<file path="config.mk">
export PLATFORM = sky130hd
export DESIGN_NAME = spi_fe_top
export DESIGN_NICKNAME = d
export VERILOG_FILES = /design/src/rtl/spi_fe_pkg.sv /design/src/rtl/spi_fe_fifo.sv /design/src/rtl/spi_fe_link.sv /design/src/rtl/spi_fe_irq.sv /design/src/rtl/spi_fe_top.sv
export SDC_FILE = /design/constraint.sdc
export NUM_CORES = 1
export LEC_CHECK = 0
export BUFFER_PORTS_ARGS = -buffer_cell sky130_fd_sc_hd__buf_2
export CORE_ASPECT_RATIO = 1.5
export CORE_MARGIN = 4
export CORE_UTILIZATION = 30
export CTS_CLUSTER_DIAMETER = 150
export DETAILED_ROUTE_END_ITERATION = 10
export PLACE_DENSITY = 0.58
export RECOVER_POWER = 25
export SYNTH_ARGS = -nofsm -noshare
export SYNTH_HDL_FRONTEND = slang
export SYNTH_SLANG_ARGS = --single-unit
</file>
<file path="constraint.sdc">
create_clock -name clk -period 3 [get_ports clk]
set_clock_uncertainty 0.2 [all_clocks]
set_input_delay 0.15 -clock clk [delete_from_list [all_inputs] [get_ports clk]]
set_output_delay 0.15 -clock clk [all_outputs]
set_load 0.02 [all_outputs]
</file>
<file path="src/rtl/spi_fe_pkg.sv">
package spi_fe_pkg;

    typedef enum logic [1:0] {
        LNK_IDLE  = 2'd0,
        LNK_OFFER = 2'd1,
        LNK_SHIFT = 2'd2
    } link_state_e;

    localparam int CR0_W  = 16;
    localparam int CR1_W  = 7;
    localparam int CPSR_W = 8;

    // register word indices
    localparam int WI_CR0  = 0;
    localparam int WI_CR1  = 1;
    localparam int WI_DATA = 2;
    localparam int WI_STAT = 3;
    localparam int WI_CPSR = 4;
    localparam int WI_INTR = 5;

    // CR1 bit positions
    localparam int C1_RXIE = 0;
    localparam int C1_TXIE = 1;
    localparam int C1_ORIE = 2;
    localparam int C1_EN   = 4;

endpackage

</file>
<file path="src/rtl/spi_fe_fifo.sv">
module spi_fe_fifo #(
    parameter int W     = 16,
    parameter int DEPTH = 8,
    localparam int PW   = $clog2(DEPTH),
    localparam int CW   = $clog2(DEPTH + 1)
) (
    input  logic          clk,
    input  logic          rst_n,
    input  logic          push_i,
    input  logic [W-1:0]  din_i,
    input  logic          pop_i,
    output logic [W-1:0]  dout_o,
    output logic [CW-1:0] count_o,
    output logic          full_o,
    output logic          empty_o
);
    // DEPTH must be a power of two so the pointers wrap naturally
    logic [W-1:0]  mem [DEPTH];
    logic [PW-1:0] wr_ptr, rd_ptr;
    logic [CW-1:0] count_q;
    logic          push_ok, pop_ok;

    assign full_o  = (count_q == CW'(DEPTH));
    assign empty_o = (count_q == '0);
    assign push_ok = push_i && !full_o;
    assign pop_ok  = pop_i && !empty_o;
    assign dout_o  = mem[rd_ptr];
    assign count_o = count_q;

    always_ff @(posedge clk or negedge rst_n) begin
        if (!rst_n) begin
            wr_ptr  <= '0;
            rd_ptr  <= '0;
            count_q <= '0;
        end else begin
            if (push_ok) wr_ptr <= wr_ptr + 1'b1;
            if (pop_ok)  rd_ptr <= rd_ptr + 1'b1;
            count_q <= count_q + CW'(push_ok) - CW'(pop_ok);
        end
    end

    always_ff @(posedge clk) begin
        if (push_ok) mem[wr_ptr] <= din_i;
    end


    fifo_bound_chk: assert property (@(posedge clk) disable iff (!rst_n)
        count_q <= CW'(DEPTH));


    fifo_full_hold_chk: assert property (@(posedge clk) disable iff (!rst_n)
        (full_o && push_i && !pop_i) |=> full_o);

endmodule

</file>
<file path="src/rtl/spi_fe_link.sv">
module spi_fe_link
    import spi_fe_pkg::*;
(
    input  logic clk,
    input  logic rst_n,
    input  logic en_i,
    input  logic tx_empty_i,
    input  logic tx_ready_i,
    input  logic rx_valid_i,
    output logic tx_valid_o,
    output logic tx_pop_o,
    output logic busy_o
);
    link_state_e state_q, state_d;

    always_comb begin
        state_d = state_q;
        unique case (state_q)
            LNK_IDLE:  if (en_i && !tx_empty_i) state_d = LNK_OFFER;
            LNK_OFFER: begin
                if (!en_i)           state_d = LNK_IDLE;
                else if (tx_ready_i) state_d = LNK_SHIFT;
            end
            LNK_SHIFT: if (rx_valid_i) state_d = LNK_IDLE;
            default:   state_d = LNK_IDLE;
        endcase
    end

    always_ff @(posedge clk or negedge rst_n) begin
        if (!rst_n) state_q <= LNK_IDLE;
        else        state_q <= state_d;
    end

    always_comb begin
        tx_valid_o = 1'b0;
        tx_pop_o   = 1'b0;
        busy_o     = 1'b1;
        unique case (state_q)
            LNK_IDLE:  busy_o = 1'b0;
            LNK_OFFER: begin
                tx_valid_o = en_i;
                tx_pop_o   = en_i && tx_ready_i;
            end
            LNK_SHIFT: ;
            default:   busy_o = 1'b0;
        endcase
    end


    link_shift_hold_chk: assert property (@(posedge clk) disable iff (!rst_n)
        (state_q == LNK_SHIFT && !rx_valid_i) |=> state_q == LNK_SHIFT);

endmodule

</file>
<file path="src/rtl/spi_fe_irq.sv">
module spi_fe_irq #(
    parameter int DEPTH = 8,
    localparam int CW   = $clog2(DEPTH + 1),
    localparam int HALF = DEPTH / 2
) (
    input  logic [CW-1:0] rx_count_i,
    input  logic [CW-1:0] tx_count_i,
    input  logic          ror_i,
    input  logic [2:0]    en_i,
    output logic [2:0]    raw_o,
    output logic          irq_rx_o,
    output logic          irq_tx_o,
    output logic          irq_ror_o,
    output logic          irq_any_o
);
    assign raw_o[0]  = (rx_count_i >= CW'(HALF));
    assign raw_o[1]  = (tx_count_i <= CW'(HALF));
    assign raw_o[2]  = ror_i;
    assign irq_rx_o  = raw_o[0] & en_i[0];
    assign irq_tx_o  = raw_o[1] & en_i[1];
    assign irq_ror_o = raw_o[2] & en_i[2];
    assign irq_any_o = irq_rx_o | irq_tx_o | irq_ror_o;
endmodule

</file>
<file path="src/rtl/spi_fe_top.sv">
module spi_fe_top
    import spi_fe_pkg::*;
#(
    parameter int FW    = 16,
    parameter int DEPTH = 8,
    parameter int AW    = 4,
    localparam int CW   = $clog2(DEPTH + 1)
) (
    input  logic              clk,
    input  logic              rst_n,
    input  logic              bus_sel_i,
    input  logic              bus_wr_i,
    input  logic [AW-1:0]     bus_addr_i,
    input  logic [FW-1:0]     bus_wdata_i,
    output logic [FW-1:0]     bus_rdata_o,
    output logic              eng_tx_valid_o,
    output logic [FW-1:0]     eng_tx_frame_o,
    input  logic              eng_tx_ready_i,
    input  logic              eng_rx_valid_i,
    input  logic [FW-1:0]     eng_rx_frame_i,
    output logic [CR0_W-1:0]  cfg_cr0_o,
    output logic [CR1_W-1:0]  cfg_cr1_o,
    output logic [CPSR_W-1:0] cfg_cpsr_o,
    output logic              irq_rx_o,
    output logic              irq_tx_o,
    output logic              irq_ror_o,
    output logic              irq_any_o
);
    logic [CR0_W-1:0]  cr0_q;
    logic [CR1_W-1:0]  cr1_q;
    logic [CPSR_W-1:0] cpsr_q;
    logic              ror_q;

    logic wr_acc, rd_acc, tx_push, rx_pop, ror_clr, ror_set;
    logic tx_pop, tx_full, tx_empty, rx_full, rx_empty, busy;
    logic [FW-1:0] rx_head, rd_mux;
    logic [CW-1:0] tx_count, rx_count;
    logic [2:0]    raw;
    logic [4:0]    status;

    assign wr_acc  = bus_sel_i && bus_wr_i;
    assign rd_acc  = bus_sel_i && !bus_wr_i;
    assign tx_push = wr_acc && (bus_addr_i == AW'(WI_DATA));
    assign rx_pop  = rd_acc && (bus_addr_i == AW'(WI_DATA));
    assign ror_clr = wr_acc && (bus_addr_i == AW'(WI_INTR));
    assign ror_set = eng_rx_valid_i && rx_full;

    // configuration registers
    always_ff @(posedge clk or negedge rst_n) begin
        if (!rst_n) begin
            cr0_q  <= '0;
            cr1_q  <= '0;
            cpsr_q <= '0;
        end else if (wr_acc) begin
            if (bus_addr_i == AW'(WI_CR0))  cr0_q  <= bus_wdata_i[CR0_W-1:0];
            if (bus_addr_i == AW'(WI_CR1))  cr1_q  <= bus_wdata_i[CR1_W-1:0];
            if (bus_addr_i == AW'(WI_CPSR)) cpsr_q <= {bus_wdata_i[CPSR_W-1:1], 1'b0};
        end
    end

    // sticky overrun: a new overrun beats a clear in the same cycle
    always_ff @(posedge clk or negedge rst_n) begin
        if (!rst_n)       ror_q <= 1'b0;
        else if (ror_set) ror_q <= 1'b1;
        else if (ror_clr) ror_q <= 1'b0;
    end

    spi_fe_fifo #(.W(FW), .DEPTH(DEPTH)) tx_fifo_i (
        .clk     (clk),
        .rst_n   (rst_n),
        .push_i  (tx_push),
        .din_i   (bus_wdata_i),
        .pop_i   (tx_pop),
        .dout_o  (eng_tx_frame_o),
        .count_o (tx_count),
        .full_o  (tx_full),
        .empty_o (tx_empty)
    );

    spi_fe_fifo #(.W(FW), .DEPTH(DEPTH)) rx_fifo_i (
        .clk     (clk),
        .rst_n   (rst_n),
        .push_i  (eng_rx_valid_i),
        .din_i   (eng_rx_frame_i),
        .pop_i   (rx_pop),
        .dout_o  (rx_head),
        .count_o (rx_count),
        .full_o  (rx_full),
        .empty_o (rx_empty)
    );

    spi_fe_link link_i (
        .clk        (clk),
        .rst_n      (rst_n),
        .en_i       (cr1_q[C1_EN]),
        .tx_empty_i (tx_empty),
        .tx_ready_i (eng_tx_ready_i),
        .rx_valid_i (eng_rx_valid_i),
        .tx_valid_o (eng_tx_valid_o),
        .tx_pop_o   (tx_pop),
        .busy_o     (busy)
    );

    spi_fe_irq #(.DEPTH(DEPTH)) irq_i (
        .rx_count_i (rx_count),
        .tx_count_i (tx_count),
        .ror_i      (ror_q),
        .en_i       (cr1_q[C1_ORIE:C1_RXIE]),
        .raw_o      (raw),
        .irq_rx_o   (irq_rx_o),
        .irq_tx_o   (irq_tx_o),
        .irq_ror_o  (irq_ror_o),
        .irq_any_o  (irq_any_o)
    );

    assign status = {busy, rx_full, !rx_empty, !tx_full, tx_empty};

    always_comb begin
        rd_mux = '0;
        case (bus_addr_i)
            AW'(WI_CR0):  rd_mux = FW'(cr0_q);
            AW'(WI_CR1):  rd_mux = FW'(cr1_q);
            AW'(WI_DATA): rd_mux = rx_empty ? '0 : rx_head;
            AW'(WI_STAT): rd_mux = FW'(status);
            AW'(WI_CPSR): rd_mux = FW'(cpsr_q);
            AW'(WI_INTR): rd_mux = FW'(raw);
            default:      rd_mux = '0;
        endcase
    end

    always_ff @(posedge clk or negedge rst_n) begin
        if (!rst_n)      bus_rdata_o <= '0;
        else if (rd_acc) bus_rdata_o <= rd_mux;
    end

    assign cfg_cr0_o  = cr0_q;
    assign cfg_cr1_o  = cr1_q;
    assign cfg_cpsr_o = cpsr_q;


    offer_nonempty_chk: assert property (@(posedge clk) disable iff (!rst_n)
        eng_tx_valid_o |-> !tx_empty);


    disabled_keep_chk: assert property (@(posedge clk) disable iff (!rst_n)
        !cr1_q[C1_EN] |=> tx_count >= $past(tx_count));


    ror_cause_chk: assert property (@(posedge clk) disable iff (!rst_n)
        $rose(ror_q) |-> $past(eng_rx_valid_i));


    ror_sticky_chk: assert property (@(posedge clk) disable iff (!rst_n)
        (ror_q && !ror_clr) |=> ror_q);

endmodule

</file>
==> results.cfg, run 1 <==
[outcome]
outcome = completed

[layout]
fin_nets = 943
final_common_cell = edfxtp_1
layout_common_cells = 256 x edfxtp_1, 83 x buf_2, 67 x dfrtp_1
multi_input_area_mm2 = 0.00350
fillers = 4029
syn2layout_area_growth_pct = 21.5
drive_above_1_share = 0.340
register_area_mm2 = 0.00942

[route]
routed_wl_um = 31000
routed-wl-met3_um = 1220
drt_iter0_drc = 414
route.detailed.drc = 0
wl_met2_um = 16700
vias = 6900
viasPerCell = 4.69
top_layer = met4
wl_per_cell_um = 21.0
met1Wirelength_um = 12000
ant_nets = 0
first_pass_iters = 5

[pwr]
total_power_uw = 13000
ir_drop_mv = 0.596
power-per-cell-area_mw_per_mm2 = 815
p_leak_uw = 0.00572

[floorplanning]
die_y_um = 264
die_area_mm2 = 0.0473
io_pins = 110
die_x_um = 179
core_area_mm2 = 0.0432
initial_utilization = 0.305
fp-row-count = 93

[sta]
hold_violations = 0
min_period_ps = 2690
finalCritPeriodShare = 0.896
fmax_mhz = 372
maxSlewViolCount = 0
tightest_slew_ps = 916
rsz0062_at_grt = no
tns_ps = 0
finalSetupViolations = 0
max-slew-margin-rel = 0.387
hold_slack_ps = 45.0

[synthesis]
netlist_area_mm2 = 0.0131
synth.net_count = 753
yosys.area_share.simple = 0.0343
synth-seq-cells = 325
synth_seq_area_share = 0.716
async_flop_share = 0.212
synthFlopType = edfxtp_1
synth_top_family_by_area = multiplexers
synth_compound_area_frac = 0.0287
yosysWarnings = 0
synth_edf_count = 256
syn_avg_cell_area_um2 = 19.1
yosys.area_share.xor_xnor = 0.00799
synth_mux_area_frac = 0.170
synth_cells = 688
synthAdderAreaFrac = 0.0230
yosysUniqueCellTypes = 51

[setup_path]
crit_required_ps = 2650
slowest_stage = mux4_2
max_stage_delay_ps = 570
arrival_ps = 2340
crit_fanout = 20
critPathCaptureType = output pin
cp_cell_sequence = buf_4, mux4_2, mux2_2, buf_2
critPathTopFamily = multiplexers
startpoint_type = flop
crit_type = flop to output pin
crit_buf_inv = 2

[cts]
clock-sinks = 325
clkLatencyLatePin_ps = 560
postCtsSetupBuffers = 0
clock_tree.root_cell = clkbuf_16
path_clk_slew_ps = 70
cts_made_buffers = 29
htreeDepth = 1
ctsLongestPathBuffers = 3
cts_tree = built

[place]
dp_hpwl_um = 21100
io_buffers = 108
gp_congestion = 0.775

[global_route]
overflow = 0
grt_antenna_before_repair = 1
grt_pass1_vias = 7590
grt.total_usage = 0.132
grt_pass1_wl_um = 47300
grt_max_degree = 35

[job]
maxCapViolCount = 0

[hold_path]
worst_hold_path_type = primary input to flop
-- repair_timing --
| item | 4_1_cts | 5_1_grt |
|---|---|---|
| hold endpoints to repair | 373 | 0 |
| resized for setup | 0 | 0 |
| hold buffers | 42 | 0 |
-- per-layer routing --
metal | vias to the layer above | GRT usage
met1 | 3600 | 0.156
li1 | 3103 | -
met4 | 0 | 0.0477
met2 | 151 | 0.240
met5 | - | 0
met3 | 46 | 0.0195
-- kinds of logic (layout without fill, tap and decap cells) --
kind of cell | Yosys count | in the layout
buffers and inverters | 54 | 266
other | 1 | 2
AOI/OAI and AO/OA | 46 | 46
adders and majority gates | 23 | 23
xor gates and xnor gates | 12 | 12
muxes | 138 | 138
and+or+nand+nor | 89 | 89
DFF | 325 | 325
-- worst register-to-register path, stage by stage, from the launching register on --
cell	delay [ps]
dfrtp_1	360
inv_1	120
ha_1	160
nor3b_1	310
or4_1	200
inv_2	70
ha_1	280
inv_1	40
ha_1	220
fa_1	420
xor2_1	170
-- cell usage after synthesis, types with 8 or more instances --
| cell | instances | share of area |
|---|---|---|
| dfrtp_1 | 69 | 0.13 |
| inv_1 | 17 | 0.0049 |
| mux4_2 | 63 | 0.11 |
| nand2_1 | 25 | 0.0071 |
| mux2i_1 | 19 | 0.014 |
| ha_1 | 21 | 0.020 |
| edfxtp_1 | 256 | 0.58 |
| nand2b_1 | 9 | 0.0043 |
| buf_2 | 17 | 0.0065 |
| clkbuf_1 | 10 | 0.0029 |
| a221o_1 | 8 | 0.0061 |
| mux2_2 | 56 | 0.048 |
| nor2_1 | 27 | 0.0077 |
-- flip-flops by register name (all words and copies together) (netlist names) --
name               flops
bus_rdata_o           16
cfg_cpsr_o             7
cfg_cr0_o             16
cfg_cr1_o              7
link_i.state_q         2
ror_q                  1
rx_fifo_i.count_o      4
rx_fifo_i.mem        128
rx_fifo_i.rd_ptr       3
rx_fifo_i.wr_ptr       3
tx_fifo_i.count_o      4
tx_fifo_i.mem        128
tx_fifo_i.rd_ptr       3
tx_fifo_i.wr_ptr       3
-- cell type report --
type,count,area share
diodes,1,0.000157
clock buffers,37,0.0492
clock inverters,16,0.0103
inverters,18,0.00423
multi-input cells,309,0.219
flip-flops and latches,325,0.590
well taps,570,0.0447
repair buffers,195,0.0826
-- per-stage QoR --
stage / cell area, um2 / worst slack, ps / util / instances
global placement: 14600 / 355 / 0.339 / 1375
finish: 16000 / 313 / 0.370 / 1471
global route: 16000 / 176 / 0.370 / 1471
CTS: 16000 / 251 / 0.371 / 1470
floorplan: 13100 / 0.823 / - / 688
detailed placement: 14600 / 315 / 0.339 / 1375
-- worst paths after layout --
path,startpoint,slack [ps],depth (start not counted),end
max,tx_fifo_i.rd_ptr[0],310,4,eng_tx_frame_o[4]
min,bus_sel_i,40,5,bus_rdata_o[1]
max reg2reg,rx_fifo_i.count_o[2],350,10,rx_fifo_i.count_o[2]
min reg2reg,tx_fifo_i.wr_ptr[2],300,1,tx_fifo_i.wr_ptr[2]
max in group asynchronous,rst_n,1820,4,tx_fifo_i.rd_ptr[0]
min in group asynchronous,rst_n,480,4,cfg_cr0_o[0]
-- power by group --
part | internal [uW] | switching, uW
clock | 2110 | 1610
sequential | 5390 | 378
combinational | 1680 | 1840
Note: power is estimated with default switching activity, not from simulation.
==> run 2: changes to the inputs <==
- SYNTH_HIERARCHICAL: default -> 1
==> run 2 against run 1 <==
Effect of this change:
- clock power rose by 2%
- cell count is 1.1% higher
- critical endpoint is now rx_fifo_i/count_o[3]
- first-iteration DRC count up 9.2%
- sequential power barely moved
- sequential share of layout area shrank 0.86 points
- area after synthesis up 2.6%
- fmax fell by 3.9%
- register-to-register slack worse by 140 ps
- worst hold slack worse by 32 ps
- final area increased by 1.4%
==> results.cfg, run 2 <==
[route]
viasPerCell = 4.77
wl_per_cell_um = 20.8
first_pass_iters = 4
drt_iter0_drc = 452
route.detailed.drc = 0
routed_wl_um = 30900
ant_nets = 0
vias = 7098

[layout]
fin_nets = 951
drive_above_1_share = 0.284
final_common_cell = edfxtp_1
syn2layout_area_growth_pct = 20.2
layout_common_cells = 256 x edfxtp_1, 83 x buf_2, 69 x dfrtp_1
top_regs = rx_fifo_i/mem (128), tx_fifo_i/mem (128)

[floorplanning]
core_area_mm2 = 0.0442
die_y_um = 268
initial_utilization = 0.305
die_area_mm2 = 0.0485
io_pins = 110
fp-row-count = 94
die_x_um = 181

[setup_path]
max_stage_delay_ps = 500
r2r_end = rx_fifo_i/count_o[3]
crit_type = flop to flop
crit_buf_inv = 2
crit_required_ps = 3280
reg2reg_depth = 10
cp_cell_sequence = inv_1, ha_1, or3b_2, nand2_2, ha_1, inv_1, ha_1, a21o_1, a21oi_1, xor2_1
arrival_ps = 3070
startpoint_type = flop
slowest_stage = or3b_2
timing.reg2reg.setup_slack_ps = 210
r2r_start = rx_fifo_i/count_o[2]
critPathTopFamily = simple AND/OR/NAND/NOR gates
cp_common_cell = ha_1
crit_fanout = 7
critPathCaptureType = flop

[synthesis]
synth_top_area_frac = 0.570
synth_common_cells = 256 x edfxtp_1, 69 x dfrtp_1, 59 x mux2_2
synth_edf_count = 256
synth_cells = 710
synth_seq_area_share = 0.698
syn_avg_cell_area_um2 = 19.0
synth.net_count = 774
netlist_area_mm2 = 0.0135
yosysWarnings = 6
synthFlopType = edfxtp_1
yosys-top-cells-area = edfxtp_1 57%, dfrtp_1 13%, mux4_1 9.7%
async_flop_share = 0.212
synth-seq-cells = 325
synth_most_common_cell = edfxtp_1
yosysTopAreaCell = edfxtp_1
yosysUniqueCellTypes = 57

[global_route]
grt_pass1_wl_um = 46700
grt_max_degree = 70
grt.total_usage = 0.125
grt_antenna_before_repair = 1
overflow = 0
grt_pass1_vias = 7558

[sta]
finalSetupViolations = 0
tns_ps = 0
finalWorstSetupSlack_ps = 205
finalCritPeriodShare = 0.932
tightest_slew_ps = 1040
hold_violations = 0
max-slew-margin-rel = 0.302
rsz0062_at_grt = no
min_period_ps = 2790
fmax_mhz = 358
maxSlewViolCount = 0

[cts]
cts_made_buffers = 29
clock_tree.root_cell = clkbuf_16
postCtsSetupBuffers = 0
ctsLongestPathBuffers = 3
clkLatencyLatePin_ps = 560
path_clk_slew_ps = 70
htreeDepth = 1
clock-sinks = 325
cts-resized-gates = 0
cts_tree = built

[place]
dp_hpwl_um = 21300
pre_cts_ws_ps = 213
io_buffers = 108
gp_congestion = 0.754

[outcome]
outcome = completed

[job]
maxCapViolCount = 0

[pwr]
p_leak_uw = 0.00589
ir_drop_mv = 0.460
power-per-cell-area_mw_per_mm2 = 799

[hold_path]
hold_path_depth = 6
worstHoldStart = bus_wr_i
worst_hold_path_type = primary input to flop
holdPathEnd = rx_fifo_i/rd_ptr[2]
## run 2: cell count changes after synthesis, sizes merged, moves of 7 or more
cell and delta:
a221o -8, inv +9, mux2 +9, mux2i -10, nor3 +7, o21ai +15
## run 2: repair_timing
item / 4_1_cts / 5_1_grt
hold buffers: 40 / 0
hold endpoints to repair: 370 / 0
setup endpoints to repair: 0 / 0
## run 2: logic make-up after synthesis
group           count (synthesis)  synth area share
mux                           138             0.182
fa+ha+maj                      22            0.0215
other cells                     1          0.000278
buf+inv                        60            0.0243
xor+xnor                       12           0.00779
simple gates                   99            0.0406
flops                         325             0.698
compound gates                 53            0.0255
## run 2: worst min-delay path, delay by kind of cell
kind | cells | cell delay, ps
xor gates and xnor gates | 1 | 120
and+or+nand+nor | 4 | 370
buffers and inverters | 1 | 80
## run 2: how the worst max path moves through the flow
| stage | start | to | depth (start not counted) |
|---|---|---|---|
| 3_5_place_dp | rx_fifo_i/count_o[2] | rx_fifo_i/count_o[3] | 10 |
| 6_report | rx_fifo_i/count_o[2] | rx_fifo_i/count_o[3] | 10 |
| 2_1_floorplan | bus_addr_i[2] | tx_fifo_i/mem[2][0] | 5 |
| 5_1_grt | rx_fifo_i/count_o[2] | rx_fifo_i/count_o[3] | 10 |
| 3_3_place_gp | rx_fifo_i/count_o[2] | rx_fifo_i/count_o[2] | 10 |
| 4_1_cts | rx_fifo_i/count_o[2] | rx_fifo_i/count_o[3] | 10 |
## run 2: area by class of cell
cell class,instances,area [um2]
Fill cell,4236,28000
Clock inverter,17,169
Sequential cell,325,9410
Timing Repair Buffer,179,1170
Clock buffer,37,806
Antenna cell,1,2.50
Tap cell,576,721
Multi-Input combinational cell,325,3820
Inverter,27,101
## run 2: layer usage
layer	GRT usage	vias up	wire length (um)
met4	0.0457	0	983
met2	0.232	166	16600
met5	0	-	0
met3	0.0162	57	1210
met1	0.149	3684	12200
li1	-	3191	-
## run 2: stage by stage
| stage | power [uW] | utilization | cell area [um2] | hold slack (ps) | cells |
|---|---|---|---|---|---|
| after floorplan | 8170 | - | 13500 | -346 | 710 |
| after global placement | 9250 | 0.336 | 14900 | 150 | 1392 |
| after detailed placement | 9290 | 0.336 | 14900 | 151 | 1392 |
| after CTS | 13200 | 0.367 | 16200 | 0.0296 | 1486 |
| after global routing | 13600 | 0.366 | 16200 | 36.8 | 1487 |
| final | 12900 | 0.366 | 16200 | 12.8 | 1487 |
## run 2: power by group
group / internal (uW) / switching (uW) / total (uW)
Sequential: 5380 / 372 / 5750
Clock: 2160 / 1630 / 3790
Combinational: 1610 / 1800 / 3410
Total: 9140 / 3810 / 12900
==> run 3: changes to the inputs <==
- CORE_UTILIZATION: 30 -> 54
- PLACE_DENSITY: 0.58 -> 0.87
==> run 3 against run 2 <==
Effect of this change:
- cell count down 17%
- fmax shrank 0.35%
- via count up 1.8%
- global-route usage grew 8.8 points
- worst hold slack better by 10 ps
- critical path depth is the same
- utilization grew 28 points
- critical path type unchanged
- die area decreased by 43%
- wire length shrank 6.8%
- largest cell class unchanged
==> results.cfg, run 3 (synthesis results as in run 2) <==
[place]
dp_hpwl_um = 19700
gp_congestion = 0.832
io_buffers = 108
postPlaceCellArea_mm2 = 0.0146

[sta]
maxSlewViolCount = 0
hold_violations = 0
fmax_mhz = 357
tightest_slew_ps = 938
rsz0062_at_grt = no
tns_ps = 0
min_period_ps = 2800
max-slew-margin-rel = 0.375
finalCritPeriodShare = 0.935
finalSetupViolations = 0

[setup_path]
cp_cell_sequence = inv_1, ha_1, or3b_2, nand2_2, ha_1, inv_1, ha_1, a21o_1, a21oi_1, xor2_1
cp_common_cell = ha_1
crit_required_ps = 3260
crit_type = flop to flop
startpoint_type = flop
cp.depth = 10
crit_fanout = 7
critPathCaptureType = flop
arrival_ps = 3070
reg2reg_depth = 10
max_stage_delay_ps = 510
crit_buf_inv = 2
critPathTopFamily = simple AND/OR/NAND/NOR gates
slowest_stage = or3b_2

[route]
drt_iter0_drc = 469
wl_per_cell_um = 23.3
vias = 7228
routed_wl_um = 28800
route.detailed.drc = 0
ant_nets = 0
first_pass_iters = 5
viasPerCell = 5.85

[pwr]
ir_drop_mv = 0.476
power-per-cell-area_mw_per_mm2 = 807
total_power_uw = 12800
p_leak_uw = 0.00588

[hold_path]
hold_path_depth = 5
worst_hold_path_type = primary input to flop

[floorplanning]
io_pins = 110
die_y_um = 202
fp-row-count = 70
die_x_um = 137
core_area_mm2 = 0.0245
initial_utilization = 0.550
die_area_mm2 = 0.0276

[layout]
fillers = 1591
layout_common_cells = 256 x edfxtp_1, 83 x buf_2, 69 x dfrtp_1
final_common_cell = edfxtp_1
drive_above_1_share = 0.281
top_regs = rx_fifo_i/mem (128), tx_fifo_i/mem (128)
fin_area_mm2 = 0.0159
diodes = 0
fin_nets = 954
syn2layout_area_growth_pct = 17.8

[global_route]
overflow = 0
met3_usage = 0.0353
grt.total_usage = 0.213
grt_max_degree = 70
grtUsageMet2 = 0.395
grt_antenna_before_repair = 0
met1_usage = 0.248
grt.busiest_layer = met2
grt_pass1_vias = 7756
grt_pass1_wl_um = 44600

[cts]
cts_made_buffers = 28
htreeDepth = 1
ctsLongestPathBuffers = 3
cts_tree = built
clock-sinks = 325
clkLatencyLatePin_ps = 540
clock_tree.root_cell = clkbuf_16
path_clk_slew_ps = 60

[job]
maxCapViolCount = 0

[outcome]
outcome = completed
-- run 3: area by class of cell --
cell class | count | area (um2) | area share
Clock inverter | 11 | 131 | 0.00827
Tap cell | 324 | 405 | 0.0255
Clock buffer | 41 | 811 | 0.0510
Multi-Input combinational cell | 325 | 3820 | 0.241
Timing Repair Buffer | 183 | 1190 | 0.0752
Inverter | 27 | 101 | 0.00638
Sequential cell | 325 | 9410 | 0.593
-- run 3: worst paths after layout --
path | start | end | slack (ps)
max in group asynchronous | rst_n | cfg_cpsr_o[1] | 1820
hold / removal | bus_addr_i[2] | tx_fifo_i/wr_ptr[2] | 20
min in group asynchronous | rst_n | bus_rdata_o[11] | 160
hold reg to reg | bus_rdata_o[13] | bus_rdata_o[13] | 290
setup / recovery | tx_fifo_i/count_o[2] | tx_fifo_i/count_o[3] | 200
setup reg to reg | tx_fifo_i/count_o[2] | tx_fifo_i/count_o[3] | 200
-- run 3: what timing repair did --
action	in CTS	in global routing
setup endpoints to repair	0	0
hold endpoints to repair	368	0
resized for setup	0	0
buffers inserted	0	0
hold buffers	39	0
-- run 3: metrics by stage --
stage,instances,setup slack [ps],hold WS (ps),util
2_1_floorplan,710,52.0,-346,-
3_3_place_gp,1145,314,213,0.595
3_5_place_dp,1145,234,222,0.595
4_1_cts,1236,209,4.62,0.649
5_1_grt,1236,52.0,58.7,0.648
6_report,1236,195,23.1,0.648
-- run 3: power breakdown --
| part | switching [uW] | internal [uW] | total, uW |
|---|---|---|---|
| clock network | 1520 | 2130 | 3650 |
| logic | 1780 | 1620 | 3410 |
| registers | 380 | 5380 | 5760 |
-- run 3: tightest hold or removal path, cell delays in order --
cell and delay [ps]:
buf_2 140, or4b_4 180, nor2_1 90, nand3_1 100, xnor2_1 70
-- run 3: routing by layer --
metal  part of all wire  up-vias
li1                   -     3196
met1               0.36     3718
met2               0.56      256
met3              0.055       58
met4              0.029        0
met5                  0        -
